===== config.mk =====
export PLATFORM = sky130hd
export DESIGN_NAME = dma_irq_coalesce
export DESIGN_NICKNAME = d
export VERILOG_FILES = /design/src/rtl/irqc_pkg.sv /design/src/rtl/irqc_counter.sv /design/src/rtl/irqc_timer.sv /design/src/rtl/irqc_pending.sv /design/src/rtl/dma_irq_coalesce.sv
export SDC_FILE = /design/constraint.sdc
export NUM_CORES = 1
export LEC_CHECK = 0
export BUFFER_PORTS_ARGS = -buffer_cell sky130_fd_sc_hd__buf_4
export CORE_UTILIZATION = 40
export CTS_CLUSTER_DIAMETER = 100
export DETAILED_ROUTE_END_ITERATION = 10
export PLACE_DENSITY = 0.76
export SETUP_SLACK_MARGIN = 0.4
export SYNTH_ARGS = -nofsm -noshare
export SYNTH_HDL_FRONTEND = slang
export SYNTH_SLANG_ARGS = --single-unit

===== constraint.sdc =====
create_clock -name clk -period 1.8 [get_ports clk]
set_input_delay 0.18 -clock clk [delete_from_list [all_inputs] [get_ports clk]]
set_output_delay 0.18 -clock clk [all_outputs]
set_load 0.01 [all_outputs]

===== src/rtl/irqc_pkg.sv =====
// irqc_pkg: shared field positions of the coalescing unit's status word.
// Assumes the surrounding register block keeps these positions in its map.
package irqc_pkg;
    localparam int CMP_BIT   = 12;   // completion-pending position in status
    localparam int DLY_BIT   = 13;   // delay-pending position in status
    localparam int NPEND     = 2;    // number of pending sources
    localparam int EN_W      = 3;    // width of the interrupt field
    localparam int CNT_LSB   = 16;   // live counter position in status
    localparam int TMR_LSB   = 24;   // live timer position in status
endpackage


===== src/rtl/irqc_counter.sv =====
// irqc_counter: completion down-counter with threshold reload.
// Assumes dec is a one-cycle pulse; a load has priority over dec, and dec over
// the expiry reload. hit pulses when a decrement takes the count from 1 to 0.
module irqc_counter #(
    parameter int CNT_W   = 8,
    parameter int RST_CNT = 1
) (
    input  logic             clk,
    input  logic             rst_n,
    input  logic             load,
    input  logic             dec,
    input  logic             reld,
    input  logic [CNT_W-1:0] thresh,
    output logic [CNT_W-1:0] cnt,
    output logic             hit
);
    localparam logic [CNT_W-1:0] ONE = CNT_W'(1);

    // Last-step detect: a decrement not overridden by a control write
    always_comb hit = dec && !load && (cnt == ONE);

    // Count register: reload on write, hit or expiry; otherwise step down
    always_ff @(posedge clk) begin
        if (!rst_n)           cnt <= CNT_W'(RST_CNT);
        else if (load)        cnt <= thresh;
        else if (dec) begin
            if (cnt == ONE)   cnt <= thresh;
            else              cnt <= cnt - ONE;
        end
        else if (reld)        cnt <= thresh;
    end

    p_reload_on_ctrl_r4: assert property (@(posedge clk) disable iff (!rst_n)
        load |=> (cnt == $past(thresh)));
    p_cnt_hold_r2: assert property (@(posedge clk) disable iff (!rst_n)
        (!load && !dec && !reld) |=> $stable(cnt));
endmodule


===== src/rtl/irqc_timer.sv =====
// irqc_timer: one-shot delay timer restarted by each completion.
// Assumes tick is the prescaled time base. A start with a zero delay is
// ignored. expire pulses on the tick that takes the value from 1 to 0.
module irqc_timer #(
    parameter int TMR_W = 8
) (
    input  logic             clk,
    input  logic             rst_n,
    input  logic             start,
    input  logic [TMR_W-1:0] dly,
    input  logic             tick,
    output logic [TMR_W-1:0] tmr,
    output logic             expire
);
    localparam logic [TMR_W-1:0] ONE  = TMR_W'(1);
    localparam logic [TMR_W-1:0] ZERO = '0;

    logic restart;

    // Restart condition: completion with a nonzero delay
    always_comb restart = start && (dly != ZERO);
    // Expiry: last tick of a run not cut short by a restart
    always_comb expire = tick && (tmr == ONE) && !restart;

    // Timer register: load on restart, step down on ticks while running
    always_ff @(posedge clk) begin
        if (!rst_n)                      tmr <= ZERO;
        else if (restart)                tmr <= dly;
        else if (tick && tmr != ZERO)    tmr <= tmr - ONE;
    end

    p_tmr_load_r5: assert property (@(posedge clk) disable iff (!rst_n)
        (start && dly != ZERO) |=> (tmr == $past(dly)));
    p_tmr_hold_r6: assert property (@(posedge clk) disable iff (!rst_n)
        (!start && !tick) |=> $stable(tmr));
endmodule


===== src/rtl/irqc_pending.sv =====
// irqc_pending: sticky pending bits with write-one-to-clear.
// Assumes set and clr are already qualified; set wins over clr per bit.
module irqc_pending #(
    parameter int N = 2
) (
    input  logic         clk,
    input  logic         rst_n,
    input  logic [N-1:0] set,
    input  logic [N-1:0] clr,
    output logic [N-1:0] pend
);
    for (genvar i = 0; i < N; i++) begin : g_bit
        // One sticky bit: set dominates clear, otherwise hold
        always_ff @(posedge clk) begin
            if (!rst_n)        pend[i] <= 1'b0;
            else if (set[i])   pend[i] <= 1'b1;
            else if (clr[i])   pend[i] <= 1'b0;
        end

        p_set_wins_r9: assert property (@(posedge clk) disable iff (!rst_n)
            set[i] |=> pend[i]);
        p_w1c_r8: assert property (@(posedge clk) disable iff (!rst_n)
            (clr[i] && !set[i]) |=> !pend[i]);
    end
endmodule


===== src/rtl/dma_irq_coalesce.sv =====
// dma_irq_coalesce: per-channel interrupt coalescing for a DMA engine.
// It combines a completion counter, a one-shot delay timer and the
// sticky pending bits into one level interrupt and a status read view.
// Assumes control fields are stable between writes and pkt_done is a pulse.
module dma_irq_coalesce
    import irqc_pkg::*;
#(
    parameter int CNT_W   = 8,
    parameter int TMR_W   = 8,
    parameter int RST_CNT = 1
) (
    input  logic             clk,
    input  logic             rst_n,
    input  logic             pkt_done,
    input  logic             ctrl_wr,
    input  logic [CNT_W-1:0] cfg_thresh,
    input  logic [TMR_W-1:0] cfg_delay,
    input  logic [EN_W-1:0]  cfg_irq_en,
    input  logic             sts_wr,
    input  logic [NPEND-1:0] sts_w1c,
    input  logic             tick,
    output logic [NPEND-1:0] pend,
    output logic [CNT_W-1:0] cnt_live,
    output logic [TMR_W-1:0] tmr_live,
    output logic [31:0]      sts_rdata,
    output logic             irq
);
    localparam int PAD_W = EN_W - NPEND;

    logic             cmp_hit;
    logic             tmr_exp;
    logic [NPEND-1:0] pset;
    logic [NPEND-1:0] pclr;

    irqc_counter #(.CNT_W(CNT_W), .RST_CNT(RST_CNT)) i_cnt (
        .clk    (clk),
        .rst_n  (rst_n),
        .load   (ctrl_wr),
        .dec    (pkt_done),
        .reld   (tmr_exp),
        .thresh (cfg_thresh),
        .cnt    (cnt_live),
        .hit    (cmp_hit)
    );

    irqc_timer #(.TMR_W(TMR_W)) i_tmr (
        .clk    (clk),
        .rst_n  (rst_n),
        .start  (pkt_done),
        .dly    (cfg_delay),
        .tick   (tick),
        .tmr    (tmr_live),
        .expire (tmr_exp)
    );

    // Event and clear vectors in pending-bit order (completion, delay)
    always_comb begin
        pset = {tmr_exp, cmp_hit};
        pclr = sts_wr ? sts_w1c : '0;
    end

    irqc_pending #(.N(NPEND)) i_pend (
        .clk   (clk),
        .rst_n (rst_n),
        .set   (pset),
        .clr   (pclr),
        .pend  (pend)
    );

    // Interrupt: any enabled pending bit; the top enable has no source
    always_comb irq = |({{PAD_W{1'b0}}, pend} & cfg_irq_en);

    // Status read view: timer, counter, pending bits at their positions
    always_comb begin
        sts_rdata = '0;
        sts_rdata[CMP_BIT] = pend[0];
        sts_rdata[DLY_BIT] = pend[1];
        sts_rdata[CNT_LSB +: CNT_W] = cnt_live;
        sts_rdata[TMR_LSB +: TMR_W] = tmr_live;
    end

    p_cmp_source_r3: assert property (@(posedge clk) disable iff (!rst_n)
        $rose(pend[0]) |-> ($past(pkt_done) && $past(cnt_live) == CNT_W'(1)));
    p_dly_source_r7: assert property (@(posedge clk) disable iff (!rst_n)
        $rose(pend[1]) |-> ($past(tick) && $past(tmr_live) == TMR_W'(1)));
    p_irq_masked_r10: assert property (@(posedge clk) disable iff (!rst_n)
        (cfg_irq_en[1:0] == 2'b00) |-> !irq);
endmodule


# After elaboration in Yosys (flattened, before gate mapping)
# Cells that the tools add are included.
[totals]
ff_bits = 18
in_bits = 27
out_inout_bits = 51
wordCells = 35
[classes]
n_addsub = 2
n_eq_ne = 2
muxes = 11
bitwise = 1
reduce_logical = 15
[ops]
columns = ["cell", "count"]
rows = [
  ["8-bit 2-to-1 mux", 6],
  ["8-bit by 1-bit == test with 1-bit output, second input constant", 2],
  ["8-bit nonzero test", 2],
  ["8-bit by 1-bit subtractor with 8-bit output, second input constant", 2],
  ["1-bit logical AND", 6],
  ["2-bit nonzero test", 3],
  ["1-bit 2-to-1 mux", 4],
  ["2-bit by 3-bit bitwise AND with 3-bit output", 1],
  ["3-bit nonzero test", 1],
  ["3-bit OR reduction", 1],
  ["1-bit logical NOT", 2],
  ["2-bit 2-to-1 mux", 1],
]

# Longest topological paths before layout
# Gate-level depths: netlist (run 1).
[depth]
depth_word = 7
mapped_depth = 6
depth_no_buf = 6

# Cells and area by module
# From an unflattened synthesis (run 1), not the netlist that was laid out.
[unflattened]
cells_unflattened = 181
hier_area_um2 = 1544.0
[by_module_without_submodules]
columns = ["module", "n_inst", "cells_each", "area_each_um2", "seq_area_each_um2"]
rows = [
  ["irqc_timer", 1, 67, 599.3, 160.2],
  ["irqc_counter", 1, 72, 596.8, 160.2],
  ["dma_irq_coalesce", 1, 36, 265.3, 0.0],
  ["irqc_pending", 1, 6, 82.6, 40.0],
]

# Least setup slack after synthesis (run 1)
# Ideal clock, no wire load.
[synth_path]
path_type = "reg2reg"
start = "register i_tmr.tmr[0]"
end = "register i_tmr.tmr[1]"
setup_ps = 69
t_arrival_ps = 1801
t_required_ps = 1731
path_slack_ps = -70
stages_incl_launch_ff = 7
n_path_buf = 0
synth_period_minus_slack_ps = 1870
path_cell_list = "dfxtp_1 inv_1 ha_1 or4b_4 o41ai_4 mux2_1 o21ai_1"
[synth_between]
elab_chain_len = 3
word_cells_on_any_way = 6
[synth_lines]
columns = ["element", "line_no", "source"]
rows = [
  ["start: declaration", "irqc_timer.sv:12", "output logic [TMR_W-1:0] tmr,"],
  ["start signal: assignment", "irqc_timer.sv:28", "else if (restart) tmr <= dly;"],
  ["start signal: assignment", "irqc_timer.sv:29", "else if (tick && tmr != ZERO) tmr <= tmr - ONE;"],
  ["8-bit by 1-bit subtractor with 8-bit output / 8-bit nonzero test (equally long branches)", "irqc_timer.sv:29", ""],
  ["8-bit 2-to-1 mux / 1-bit logical AND (equally long branches)", "irqc_timer.sv:29", ""],
  ["8-bit 2-to-1 mux / 2-bit nonzero test (equally long branches)", "n/a", ""],
]
# Parallel ways exist; a longest one is shown, timed or not. The select of a mux whose other input is x is not followed.
# A chain may end at the register's enable or synchronous reset.

# Worst setup path in the final report (run 1)
# Same ends and word-level chain as after synthesis.

==> impl_metrics.ini, run 1 <==
[die]
fp.dieArea_sq_mm = 0.003819
design.portCount = 78
rows = 21
fp.dieH_um = 61.80
initial_core_util_pct = 42.19
coreArea_sq_mm = 0.003390
die_w_um = 61.80

[placed_design]
port_buffers = 62
post-place-ws_ns = -0.05553
dpl.hpwl_um = 2839
gp_congestion = 0.8175

[worst_setup_path]
cp-end-kind = flip-flop
worstPathRequired_ns = 2.04
path_max_fanout = 2
r2r_slack_ns = -0.06
crit_start = i_tmr.tmr[0]$_SDFFE_PN0P_
reg2reg_depth = 6
reg2reg_from = i_tmr.tmr[0]$_SDFFE_PN0P_
crit_path_start_kind = flip-flop
crit_type = flip-flop to flip-flop
regToRegEndpoint = i_tmr.tmr[1]$_SDFFE_PN0P_
worstPathArrival_ns = 2.10

[power_and_ir_drop]
p_leak_nw = 0.9366
ir_drop_mv = 0.2839
p_per_area_mw_per_mm2 = 652.1

[cells_and_area]
nets = 272
final_common_cell = buf_4
finish.utilization_pct = 63.79
syn_to_final_growth_pct = 51.18
n_fill_cell = 271
seqCellArea_sq_um = 379.1
n_antenna_cell = 0
multi_input_area_sq_mm = 0.001027
drive_gt1_share_pct = 53.56
mostFrequentLayoutCells = 80 x buf_4, 14 x conb_1, 11 x dfxtp_1, 10 x nand2_1, 10 x a21oi_1

[global_route]
antenna_found_initial = 0
grt-ovfl-total = 0
grt_pass1_vias = 1296
grt_max_degree = 15
grtUsageTotal_pct = 22.02
grt_pass1_wl_um = 6120

[sta]
rsz0062_at_grt = yes
fmaxAchievable_mhz = 538.8
relSlewSlack_pct = 57.18
finalCritPeriodShare_pct = 103.1
setup_violations = 1
finalHoldViolCount = 0
worst_slack_ns = -0.05583
period_minus_slack_ns = 1.856
skew_ns = 0.0005499
tightest_slew_ns = 0.6407
slew_viol_final = 0

[synth]
synth-edff-count = 0
synth_area_per_cell_sq_um = 8.267
ys_async_sr_fraction_pct = 0
ys_types = 48
netlist_area_sq_mm = 0.001430
synth_ff_type = dfxtp_1
ys_warn_count = 0
synthCells = 173
synth-seq-cells = 18
seq_area_frac_synth_pct = 25.20

[run]
cap_violations = 0

[worst_hold_path]
hold_end = i_cnt.cnt[0]$_SDFFE_PN1P_
hold_class = input port to flip-flop
hp-start = cfg_thresh[0]
holdPathStages = 3

[detailed_routing]
wl_per_cell_um = 13.88
drtPass1Iterations = 4
routed_via_density = 5.284
ant_nets = 0
totalWireLength_um = 3957
drc_errors = 0
num_vias = 1506
drtIter0Drc = 80

[clock_network]
clk_pin_slew_ns = 0.12
root_buffer = clkbuf_4
worstSkewPairLatency_ns = 0.30
cts_tree = yes
cts_sinks = 18
cts_htree_levels = 1
cts_buffer_depth = 2
cts_buffers = 3

[outcome]
status = finished, violations left
violations = negative setup slack
-- flip-flops by register name (all words and copies together), names as in the netlist --
signal,cells
i_cnt.cnt,8
i_tmr.tmr,8
i_pend.pend,2
-- where the power goes --
part | total [mW] | leakage, nW | switching (mW) | internal (mW)
clock network | 0.267 | 0.0210 | 0.144 | 0.123
registers | 0.494 | 0.152 | 0.0582 | 0.436
logic | 0.649 | 0.764 | 0.307 | 0.343
total | 1.41 | 0.937 | 0.508 | 0.902
-- layout make-up --
| cell class | instances | area share (%) |
|---|---|---|
| clock buffer | 4 | 1.678 |
| multi-input combinational | 128 | 47.51 |
| inverter | 6 | 1.273 |
| sequential | 18 | 17.53 |
| timing repair buffer | 83 | 29.34 |
| tap | 46 | 2.662 |
-- what timing repair did --
item	in CTS	in global routing
pin swaps	14	10
buffers inserted	5	3
gates resized for setup	16	9
hold buffers	0	0
hold endpoints to repair	0	0
gates cloned	0	0
endpoints found under the setup margin	14	18
-- Yosys cell counts (3+ instances only) --
library cell / count / area share, %
or4_1: 4 / 2.1
a21oi_1: 10 / 3.5
nand2_1: 11 / 2.9
dfxtp_1: 18 / 25
nor3_1: 3 / 1.0
nor2b_1: 3 / 1.3
o22ai_1: 5 / 2.2
nor2_1: 9 / 2.4
xnor2_1: 3 / 1.8
inv_1: 6 / 1.6
buf_4: 33 / 17
ha_1: 5 / 4.4
mux2i_1: 3 / 2.1
nand3_1: 4 / 1.4
a211oi_1: 5 / 2.6
nand2b_1: 3 / 1.3
o21ai_0: 6 / 2.1
nor4_1: 4 / 1.7
-- worst max path at each step --
stage	end	slack, ns	cells past startpoint
6_report	i_tmr.tmr[1]$_SDFFE_PN0P_	-0.06	6
5_1_grt	i_tmr.tmr[1]$_SDFFE_PN0P_	-0.13	6
4_1_cts	i_tmr.tmr[1]$_SDFFE_PN0P_	-0.05	6
3_5_place_dp	i_tmr.tmr[1]$_SDFFE_PN0P_	-0.06	6
3_3_place_gp	i_tmr.tmr[1]$_SDFFE_PN0P_	0.01	6
2_1_floorplan	i_tmr.tmr[1]$_SDFFE_PN0P_	0.005	6
-- worst max-delay path, cell delays in order (launching register included) --
cell and delay (ns):
dfxtp_4 0.38, inv_4 0.06, ha_4 0.12, or4b_4 0.48, o41ai_4 0.28, mux2_4 0.34, o21ai_2 0.13
-- metrics by stage --
| step | hold slack (ns) | power, mW | instance area, sq um | cells | setup TNS, ns |
|---|---|---|---|---|---|
| after floorplan | 0.3051 | 0.8663 | 1573 | 186 | 0 |
| after global placement | 0.4404 | 1.039 | 1942 | 273 | 0 |
| after detailed placement | 0.4505 | 1.048 | 1942 | 273 | -0.05553 |
| after CTS | 0.1259 | 1.359 | 2086 | 282 | -0.05283 |
| after global routing | 0.1482 | 1.497 | 2162 | 285 | -0.2507 |
| final | 0.1221 | 1.410 | 2162 | 285 | -0.05583 |
-- kinds of logic after synthesis --
group / synth area share [%]
buffers and inverters: 19.16
multiplexers: 2.887
adder cells (fa/ha/maj): 4.374
AO/OA/AOI/OAI: 21.87
flip-flops: 25.20
other: 0.2622
XOR/XNOR: 3.063
AND/OR/NAND/NOR: 23.18
-- routing by layer --
layer,track usage [%],up-vias,share of wire [%]
li1,-,731,-
met1,30.01,704,45
met2,36.10,67,48
met3,2.070,4,6.1
met4,8.254,0,1.3
met5,0,-,0
(Power assumes the default switching activity.)
==> run 2: changes to the inputs <==
CORE_UTILIZATION = 35   (was 40)
PLACE_DENSITY = 0.68   (was 0.76)
==> run 2 against run 1 <==
Against the previous run:
- the run still ends with negative setup slack left
- first-iteration DRC count fell by 6.3%
- fmax rose by 1.5%
- wire length rose by 3.5%
- clock-buffer cell count did not move
- flip-flop and latch count did not move
- global-route usage fell by 3.0 points
- critical path type unchanged
- critical endpoint unchanged
- largest cell class unchanged
==> impl_metrics.ini, run 2 (synthesis results as in run 1) <==
[detailed_routing]
drtPass1Iterations = 4
drc_errors = 0
totalWireLength_um = 4096
routed_via_density = 5.217
wl_per_cell_um = 14.32
drtIter0Drc = 75
num_vias = 1492
ant_nets = 0

[placed_design]
place_inst = 275
place_area_sq_mm = 0.001944
gp_congestion = 0.8496
post-place-ws_ns = -0.03712
dpl.hpwl_um = 2999
port_buffers = 62

[sta]
setup_violations = 1
skew_ns = 0.001971
relSlewSlack_pct = 66.54
final.setup.tns_ns = -0.02783
finalHoldViolCount = 0
finalCritPeriodShare_pct = 101.5
worst_hold_slack_ns = 0.1814
slew_viol_final = 0
fmaxAchievable_mhz = 547.1
period_minus_slack_ns = 1.828
rsz0062_at_grt = yes
worst_slack_ns = -0.02783
tightest_slew_ns = 0.5007

[clock_network]
clk_pin_slew_ns = 0.08
cts_buffers = 3
cts_buffer_depth = 2
cts_sinks = 18
cts_htree_levels = 1
root_buffer = clkbuf_8
worstSkewPairLatency_ns = 0.25
cts_tree = yes

[worst_hold_path]
hp-start = cfg_thresh[1]
holdPathStages = 3
hold_end = i_cnt.cnt[1]$_SDFFE_PN0P_
hold_class = input port to flip-flop

[worst_setup_path]
r2r_slack_ns = -0.03
worstPathArrival_ns = 2.01
worstPathRequired_ns = 1.98
path_max_fanout = 2
regToRegEndpoint = i_tmr.tmr[1]$_SDFFE_PN0P_
crit_path_start_kind = flip-flop
reg2reg_from = i_tmr.tmr[0]$_SDFFE_PN0P_
cp-end-kind = flip-flop
crit_type = flip-flop to flip-flop
reg2reg_depth = 6

[cells_and_area]
multi_input_area_sq_mm = 0.001033
nets = 271
mostFrequentLayoutCells = 80 x buf_4, 14 x conb_1, 11 x dfxtp_1, 10 x nand2_1, 8 x a21oi_1
final_common_cell = buf_4
fin_area_sq_mm = 0.002178
fin_cells = 286
n_antenna_cell = 0
seqCellArea_sq_um = 379.1
n_fill_cell = 343
syn_to_final_growth_pct = 52.32
drive_gt1_share_pct = 52.94
reg.largest.list = i_cnt.cnt (8), i_tmr.tmr (8), i_pend.pend (2)
finish.utilization_pct = 57.35

[die]
fp.dieArea_sq_mm = 0.004345
design.portCount = 78
fp.dieH_um = 65.92
initial_core_util_pct = 37.65
die_w_um = 65.92
coreArea_sq_mm = 0.003799
rows = 22

[power_and_ir_drop]
ir_drop_mv = 0.2488
pwr-share-clk_pct = 23.2
p_sw_share_pct = 34.86
p_comb_share_pct = 43.4
sequentialPowerShare_pct = 33.5
p_per_area_mw_per_mm2 = 679.0
p_leak_nw = 0.9261
p_int_uw = 963.4
power_mw = 1.479
power_switching_uw = 515.6

[global_route]
grt_max_degree = 15
grtUsageTotal_pct = 19.03
grt-ovfl-total = 0
grt_pass1_wl_um = 6472
grt_pass1_vias = 1394
antenna_found_initial = 0

[outcome]
status = finished, violations left
violations = negative setup slack

[run]
cap_violations = 0
## run 2: cell count changes in the layout (fill, tap and decap cells not counted), sizes merged
| cell | change |
|---|---|
| buf | -1 |
## run 2: how the worst max path moves through the flow
stage	from	to	slack, ns	depth (start not counted)
floorplan	i_tmr.tmr[0]$_SDFFE_PN0P_	i_tmr.tmr[1]$_SDFFE_PN0P_	0.005	6
global placement	i_tmr.tmr[0]$_SDFFE_PN0P_	i_tmr.tmr[1]$_SDFFE_PN0P_	0.007	6
detailed placement	i_tmr.tmr[0]$_SDFFE_PN0P_	i_tmr.tmr[1]$_SDFFE_PN0P_	-0.04	6
CTS	i_tmr.tmr[0]$_SDFFE_PN0P_	i_tmr.tmr[1]$_SDFFE_PN0P_	-0.03	6
global route	i_tmr.tmr[0]$_SDFFE_PN0P_	i_tmr.tmr[1]$_SDFFE_PN0P_	-0.10	6
finish	i_tmr.tmr[0]$_SDFFE_PN0P_	i_tmr.tmr[1]$_SDFFE_PN0P_	-0.03	6
## run 2: area by class of cell
class                      instances  share of cell area [%]
clock buffer                       4                   2.527
inverter                           6                   1.264
multi-input combinational        128                   47.44
sequential                        18                   17.40
tap                               48                   2.757
timing repair buffer              82                   28.60
## run 2: timing repair
action                                  in CTS  in global routing
setup buffers                                7                  0
endpoints found under the setup margin      15                 17
hold buffers                                 0                  0
pin swaps                                   18                  8
gates resized for setup                     18                  6
## run 2: metal layers
layer  share of wire [%]  up-vias  global-route usage [%]  wire length, um
met3                 4.6        2                   1.724              187
met5                   0        -                       0                0
met2                  49       43                   32.40             2008
met1                  46      721                   25.39             1867
met4                0.81        0                   4.891               33
li1                    -      726                       -                -
## run 2: critical path, cell delays in order (launching register included)
cell and delay, ns:
dfxtp_4 0.36, inv_4 0.06, ha_4 0.13, or4b_4 0.48
o41ai_4 0.26, mux2_1 0.35, o21ai_1 0.13
## run 2: power by group through the flow
| stage | Sequential [mW] | Combinational [mW] | Clock (mW) |
|---|---|---|---|
| 2_1_floorplan | 0.525 | 0.341 | 0 |
| 3_5_place_dp | 0.508 | 0.547 | 0 |
| 5_1_grt | 0.501 | 0.696 | 0.373 |
| 6_report | 0.495 | 0.642 | 0.343 |
| 3_3_place_gp | 0.507 | 0.540 | 0 |
| 4_1_cts | 0.493 | 0.623 | 0.347 |
